### src/rtl/cmp_pkg.sv
package cmp_pkg;

    typedef enum logic [3:0] {
        CMP_EQ  = 4'd0,
        CMP_NE  = 4'd1,
        CMP_LT  = 4'd2,
        CMP_LE  = 4'd3,
        CMP_GT  = 4'd4,
        CMP_GE  = 4'd5,
        CMP_LTU = 4'd6,
        CMP_LEU = 4'd7,
        CMP_GTU = 4'd8,
        CMP_GEU = 4'd9
    } cmp_cond_e;

    // c_bor is a borrow: 1 when A < B unsigned
    typedef struct packed {
        logic z;
        logic n;
        logic c_bor;
        logic v;
    } cmp_flags_t;

endpackage

### src/rtl/cmp_subtractor.sv
module cmp_subtractor
    import cmp_pkg::*;
#(
    parameter int DATA_W = 16
) (
    input  logic [DATA_W-1:0] sub_a,
    input  logic [DATA_W-1:0] sub_b,
    output cmp_flags_t        flags
);
    localparam int MSB = DATA_W - 1;

    logic [DATA_W-1:0] diff;
    logic              carry_out;

    // A + ~B + 1, bit by bit
    always_comb begin
        logic cy;
        logic bn;
        cy = 1'b1;
        for (int i = 0; i < DATA_W; i++) begin
            bn      = ~sub_b[i];
            diff[i] = sub_a[i] ^ bn ^ cy;
            cy      = (sub_a[i] & bn) | (cy & (sub_a[i] ^ bn));
        end
        carry_out = cy;
    end

    always_comb begin
        flags.z     = (diff == '0);
        flags.n     = diff[MSB];
        flags.c_bor = ~carry_out;
        flags.v     = (sub_a[MSB] ^ sub_b[MSB]) & (diff[MSB] ^ sub_a[MSB]);
    end

endmodule

### src/rtl/cmp_flag_decode.sv
module cmp_flag_decode
    import cmp_pkg::*;
(
    input  cmp_flags_t  flags,
    input  logic [3:0]  cond_code,
    output logic        holds
);
    logic lt_s;

    always_comb begin
        lt_s = flags.n ^ flags.v;
        unique case (cmp_cond_e'(cond_code))
            CMP_EQ:  holds = flags.z;
            CMP_NE:  holds = ~flags.z;
            CMP_LT:  holds = lt_s;
            CMP_LE:  holds = flags.z | lt_s;
            CMP_GT:  holds = ~(flags.z | lt_s);
            CMP_GE:  holds = ~lt_s;
            CMP_LTU: holds = flags.c_bor;
            CMP_LEU: holds = flags.c_bor | flags.z;
            CMP_GTU: holds = ~(flags.c_bor | flags.z);
            CMP_GEU: holds = ~flags.c_bor;
            default: holds = 1'b0;
        endcase
    end

endmodule

### src/rtl/cmp_decoder.sv
module cmp_decoder
    import cmp_pkg::*;
#(
    parameter int DATA_W = 16
) (
    input  logic              clk,
    input  logic              rst_n,
    input  logic              in_valid,
    input  logic [DATA_W-1:0] opnd_a,
    input  logic [DATA_W-1:0] opnd_b,
    input  logic [3:0]        cond_sel,
    output logic              out_valid,
    output logic              result
);
    cmp_flags_t flags;
    logic       holds;
    logic       vld_q;
    logic       res_q;

    cmp_subtractor #(.DATA_W(DATA_W)) u_sub (
        .sub_a (opnd_a),
        .sub_b (opnd_b),
        .flags (flags)
    );

    cmp_flag_decode u_dec (
        .flags     (flags),
        .cond_code (cond_sel),
        .holds     (holds)
    );

    always_ff @(posedge clk) begin
        if (!rst_n) begin
            vld_q <= 1'b0;
            res_q <= 1'b0;
        end else begin
            vld_q <= in_valid;
            res_q <= in_valid & holds;
        end
    end

    always_comb begin
        out_valid = vld_q;
        result    = res_q;
    end

    // output valid tracks the previous sample of in_valid
    a_r2_valid_timing: assert property (@(posedge clk) disable iff (!rst_n)
        $past(rst_n) |-> (out_valid == $past(in_valid)));

    // idle answer is zero
    a_r2_idle_low: assert property (@(posedge clk) disable iff (!rst_n)
        !out_valid |-> !result);

    // equality against a direct comparison
    a_r3_eq_direct: assert property (@(posedge clk) disable iff (!rst_n)
        (out_valid && $past(cond_sel) == 4'd0) |->
        (result == ($past(opnd_a) == $past(opnd_b))));

    // signed less-than against a direct comparison
    a_r4_lt_signed: assert property (@(posedge clk) disable iff (!rst_n)
        (out_valid && $past(cond_sel) == 4'd2) |->
        (result == ($signed($past(opnd_a)) < $signed($past(opnd_b)))));

    // unsigned less-than against a direct comparison
    a_r6_ltu_direct: assert property (@(posedge clk) disable iff (!rst_n)
        (out_valid && $past(cond_sel) == 4'd6) |->
        (result == ($past(opnd_a) < $past(opnd_b))));

    // reserved codes answer zero
    a_r8_reserved_zero: assert property (@(posedge clk) disable iff (!rst_n)
        (out_valid && $past(cond_sel) >= 4'd10) |-> !result);

endmodule

### config.mk
export PLATFORM = sky130hd
export DESIGN_NAME = cmp_decoder
export DESIGN_NICKNAME = d
export VERILOG_FILES = /design/src/rtl/cmp_pkg.sv /design/src/rtl/cmp_subtractor.sv /design/src/rtl/cmp_flag_decode.sv /design/src/rtl/cmp_decoder.sv
export SDC_FILE = /design/constraint.sdc
export NUM_CORES = 1
export LEC_CHECK = 0
export ABC_AREA = 0
export CAP_MARGIN = 20
export CORE_UTILIZATION = 31
export CTS_CLUSTER_SIZE = 10
export DETAILED_ROUTE_END_ITERATION = 10
export PLACE_DENSITY = 0.79
export SLEW_MARGIN = 0
export SYNTH_ARGS = -nofsm -noshare
export SYNTH_HDL_FRONTEND = slang
export SYNTH_HIERARCHICAL = 1
export SYNTH_SLANG_ARGS = --single-unit
export TNS_END_PERCENT = 20
### constraint.sdc
create_clock -name clk -period 8.3 [get_ports clk]
set_input_delay 1.66 -clock clk [delete_from_list [all_inputs] [get_ports clk]]
set_output_delay 1.66 -clock clk [all_outputs]
set_load 0.02 [all_outputs]
=== Word level (Yosys, flattened, before mapping) ===
Index checks and enable logic that the tools add are counted.

* Flip-flop bits (word level): 2
* Bits of input ports: 39
* Output and inout bits: 2

* Equal/unequal tests: 9
* Muxes and demuxes: 1
* Bitwise logic cells: 107
* Reduce and logical (&&, ||, !) cells: 2

{| class="wikitable"
|+ Operators by type and width
! cell !! count
|-
| 1-bit XOR || 34
|-
| 1-bit AND || 33
|-
| 1-bit inverter || 22
|-
| 1-bit OR || 18
|-
| 4-bit by 3-bit equality test with 1-bit output, second input constant || 4
|-
| 16-bit zero test || 1
|-
| 1-bit case mux with 10 select lines || 1
|-
| 4-bit by 2-bit equality test with 1-bit output, second input constant || 2
|-
| 4-bit equality test, second input constant || 2
|-
| 4-bit by 1-bit equality test with 1-bit output, second input constant || 1
|-
| 4-bit zero test || 1
|}

=== Depth between registers and ports, before layout ===
* Word-level depth: 39
* Gate-level depth with buffers: 26

=== By module ===
The synthesis kept the hierarchy.

{| class="wikitable"
|+ By module, submodules not included
! module !! times used !! cells an instance !! area each (sq um)
|-
| cmp_subtractor || 1 || 44 || 452.9
|-
| cmp_flag_decode || 1 || 16 || 100.1
|-
| cmp_decoder || 1 || 4 || 52.6
|}

=== Worst setup path after synthesis ===
No wires, ideal clock.

* Path kind: input port to flip-flop
* From: input opnd_a[0]
* To: register res_q (netlist: result)
* Library setup time: 0.116 ns
* Arrival time: 8.611 ns
* Slack: -0.426 ns
* Stages: 26
* Cells stage by stage: inv_1 ha_1 fa_1 fa_1 fa_1 fa_1 fa_1 fa_1 fa_1 fa_1 fa_1 fa_1 fa_1 inv_1 fa_1 inv_1 fa_1 fa_1 fa_1 nand4_1 nor4_2 nand2b_1 o21ai_1 a22oi_1 o211a_1 and3_1

{| class="wikitable"
|+ RTL lines
! item !! line !! text
|-
| start, declared || cmp_decoder.sv:9 || <nowiki>input logic [DATA_W-1:0] opnd_a,</nowiki>
|-
| end signal, assigned || cmp_decoder.sv:38 || <nowiki>res_q <= in_valid & holds;</nowiki>
|-
| end, declared || cmp_decoder.sv:18 || <nowiki>logic res_q;</nowiki>
|}

==> results.sh <==
export IMPL_outcome="finished with violations"
export IMPL_failed_checks="setup timing"
export IMPL_switching_power_mw=0.0303
export IMPL_sequential_cell_area_um2=40.0
export IMPL_drtPass1Iterations=4
export IMPL_critical_path_most_common_cell="fa_2"
export IMPL_arrival_ps=8750
export IMPL_max_cap_violations=0
export IMPL_tritoncts="done"
export IMPL_worst_ir_drop_vdd_mv=0.0316
export IMPL_htree_levels=1
export IMPL_power_switching_share=0.330
export IMPL_die_area_mm2=0.00213
export IMPL_share_seq_of_total_power=0.113
export IMPL_grt_ovfl_total=0
export IMPL_vias_per_cell=4.50
export IMPL_finalCritPeriodShare=1.04
export IMPL_finalWirelength_um=1430
export IMPL_drt_iter0_drc=7
export IMPL_pwr_share_clk=0.234
export IMPL_synth_warning_count=6
export IMPL_placement_io_buffers=40
export IMPL_cp_top_family="adder cells"
export IMPL_num_io_pins=41
export IMPL_timing_slew_headroom=0.765
export IMPL_critical_path_buf_inv_count=5
export IMPL_power_share_combinational=0.653
export IMPL_grt_pass1_wl_um=2390
export IMPL_die_h_um=46.2
export IMPL_grt_antenna_before_repair=0
export IMPL_power_density_mw_per_mm2=82.2
export IMPL_critPathMaxFanout=2
export IMPL_grt_pass1_vias=637
export IMPL_placed_cells_incl_taps=129
export IMPL_final_net_count=166
export IMPL_power_report_internal_total_mw=0.0614
export IMPL_drc_errors=0
export IMPL_rsz_0062_raised_after_global_routing="yes"
export IMPL_design_core_area_mm2=0.00178
export IMPL_syn_nets=120
export IMPL_cp_end_kind="flop"
export IMPL_dpl_instance_area_mm2=0.00107
export IMPL_ctsRootBufferMaster="clkbuf_4"
export IMPL_post_route_cells_drive_above_1_share=0.194
export IMPL_final_antenna_net_count=0
export IMPL_cts_buffers_inserted=3
export IMPL_setup_slack_ps=-342
export IMPL_final_area_mm2=0.00111
export IMPL_initial_core_util=0.340
export IMPL_track_usage=0.163
export IMPL_critical_path_max_stage_delay_ps=520
export IMPL_dpl_hpwl_um=1340
export IMPL_place_congestion=0.707
export IMPL_yosysUniqueCellTypes=20
export IMPL_syn_mean_instance_area_um2=9.46
export IMPL_syn2layout_area_growth_pct=84.1
export IMPL_final_setup_viol_count=1
export IMPL_critPathLaunchType="primary input"
export IMPL_worstHoldPathType="primary input to flop"
export IMPL_worst_endpoint_required_ps=8410
export IMPL_worst_hold_slack_ps=2040
export IMPL_layout_cells_non_filler=133
export IMPL_total_leakage_power_nw=0.490
export IMPL_layout_min_cycle_time_ps=8640
export IMPL_syn_cell_area_um2=606
export IMPL_tightestPinTransition_ps=350
export IMPL_synth_seq_area_share=0.0661
export IMPL_max_clock_path_buffers=2
export IMPL_placement_rows=15
export IMPL_grt_max_degree=6
export IMPL_critical_path_slowest_cell="fa_1"
export IMPL_synth_ff_latch_count=2
export IMPL_num_antenna_cells=0
export IMPL_mostFrequentLayoutCell="clkdlybuf4s50_1"
export IMPL_layout_filler_cells=144
export IMPL_hold_violations=0
export IMPL_report_final_slew_viol_count=0
export IMPL_worst_setup_hold_path_clk_slew_ps=30
export IMPL_via_count=599
export IMPL_die_width_um=46.2
export IMPL_multi_input_combinational_cell_area_um2=527
export IMPL_fmaxAchievable_mhz=116
export IMPL_syn_inst=64
export IMPL_worst_path_class_setup="primary input to flop"
export IMPL_wl_per_cell_um=10.8
export IMPL_clock_sink_count=2
export IMPL_layout_cells_most_common_list="clkdlybuf4s50_1 (40), inv_1 (20), fa_2 (13)"
[power groups by stage]
| stage | logic [mW] | clock network (mW) | registers (mW) |
|---|---|---|---|
| global route | 0.0674 | 0.0241 | 0.0104 |
| floorplan | 0.0273 | 0 | 0.0111 |
| CTS | 0.0596 | 0.0227 | 0.0104 |
| detailed placement | 0.0574 | 0 | 0.0105 |
| global placement | 0.0552 | 0 | 0.0104 |
| finish | 0.0599 | 0.0215 | 0.0103 |
[cell families (layout without fill, tap and decap cells)]
| group | Yosys count | after routing | synth area share |
|---|---|---|---|
| XOR/XNOR | 3 | 3 | 0.0434 |
| adder cells (fa/ha/maj) | 17 | 17 | 0.537 |
| AO/OA/AOI/OAI | 9 | 9 | 0.101 |
| flip-flops | 2 | 2 | 0.0661 |
| AND/OR/NAND/NOR | 11 | 11 | 0.116 |
| buffers and inverters | 22 | 66 | 0.136 |
[final timing paths]
kind | startpoint | endpoint | slack (ps) | cells past startpoint
worst max-delay path | opnd_a[0] | result | -340 | 28
worst min-delay path | in_valid | out_valid | 2040 | 2
[sequential cells by signal, summed over array words and instances (netlist names)]
signal and count:
out_valid 1, result 1
[stage by stage]
step	setup slack [ps]	setup TNS, ps	util	power [mW]
6_report	-342	-342	0.625	0.0917
3_5_place_dp	-743	-743	0.599	0.0679
3_3_place_gp	-624	-624	0.599	0.0656
4_1_cts	-458	-458	0.622	0.0927
2_1_floorplan	20.5	0	-	0.0384
5_1_grt	-567	-567	0.625	0.102
[Yosys cell counts]
cell / count / area [um2]
inv_1: 21 / 78.8
fa_1: 15 / 300
a21oi_1: 3 / 15.0
nand4_1: 3 / 18.8
nor2_1: 3 / 11.3
xor2_1: 3 / 26.3
dfxtp_1: 2 / 40.0
ha_1: 2 / 25.0
a22oi_1: 1 / 7.51
a31oi_1: 1 / 6.26
and2_1: 1 / 6.26
and3_1: 1 / 6.26
inv_2: 1 / 3.75
nand2b_1: 1 / 6.26
nand4b_1: 1 / 8.76
nor4_2: 1 / 12.5
o211a_1: 1 / 10.0
o21ai_1: 1 / 5.00
o221ai_1: 1 / 8.76
o22a_1: 1 / 8.76
[area by class of cell]
cell class	count	share of cell area
well taps	25	0.0281
flip-flops and latches	2	0.0359
repair buffers	41	0.369
inverters	22	0.0741
clock buffers	3	0.0202
multi-input cells	40	0.473
[metal layers]
metal / track usage / share of wire
met5: 0 / 0
met4: 0.0529 / 0
met3: 0.0353 / 0.062
met2: 0.324 / 0.58
met1: 0.163 / 0.36
[timing repair]
action                     CTS  global route
hold endpoints to repair     0             0
pin swaps                    6             5
setup endpoints to repair    1             1
hold buffers                 0             0
buffers inserted             1             0
gates resized for setup      4             3
(Power assumes the default switching activity.)
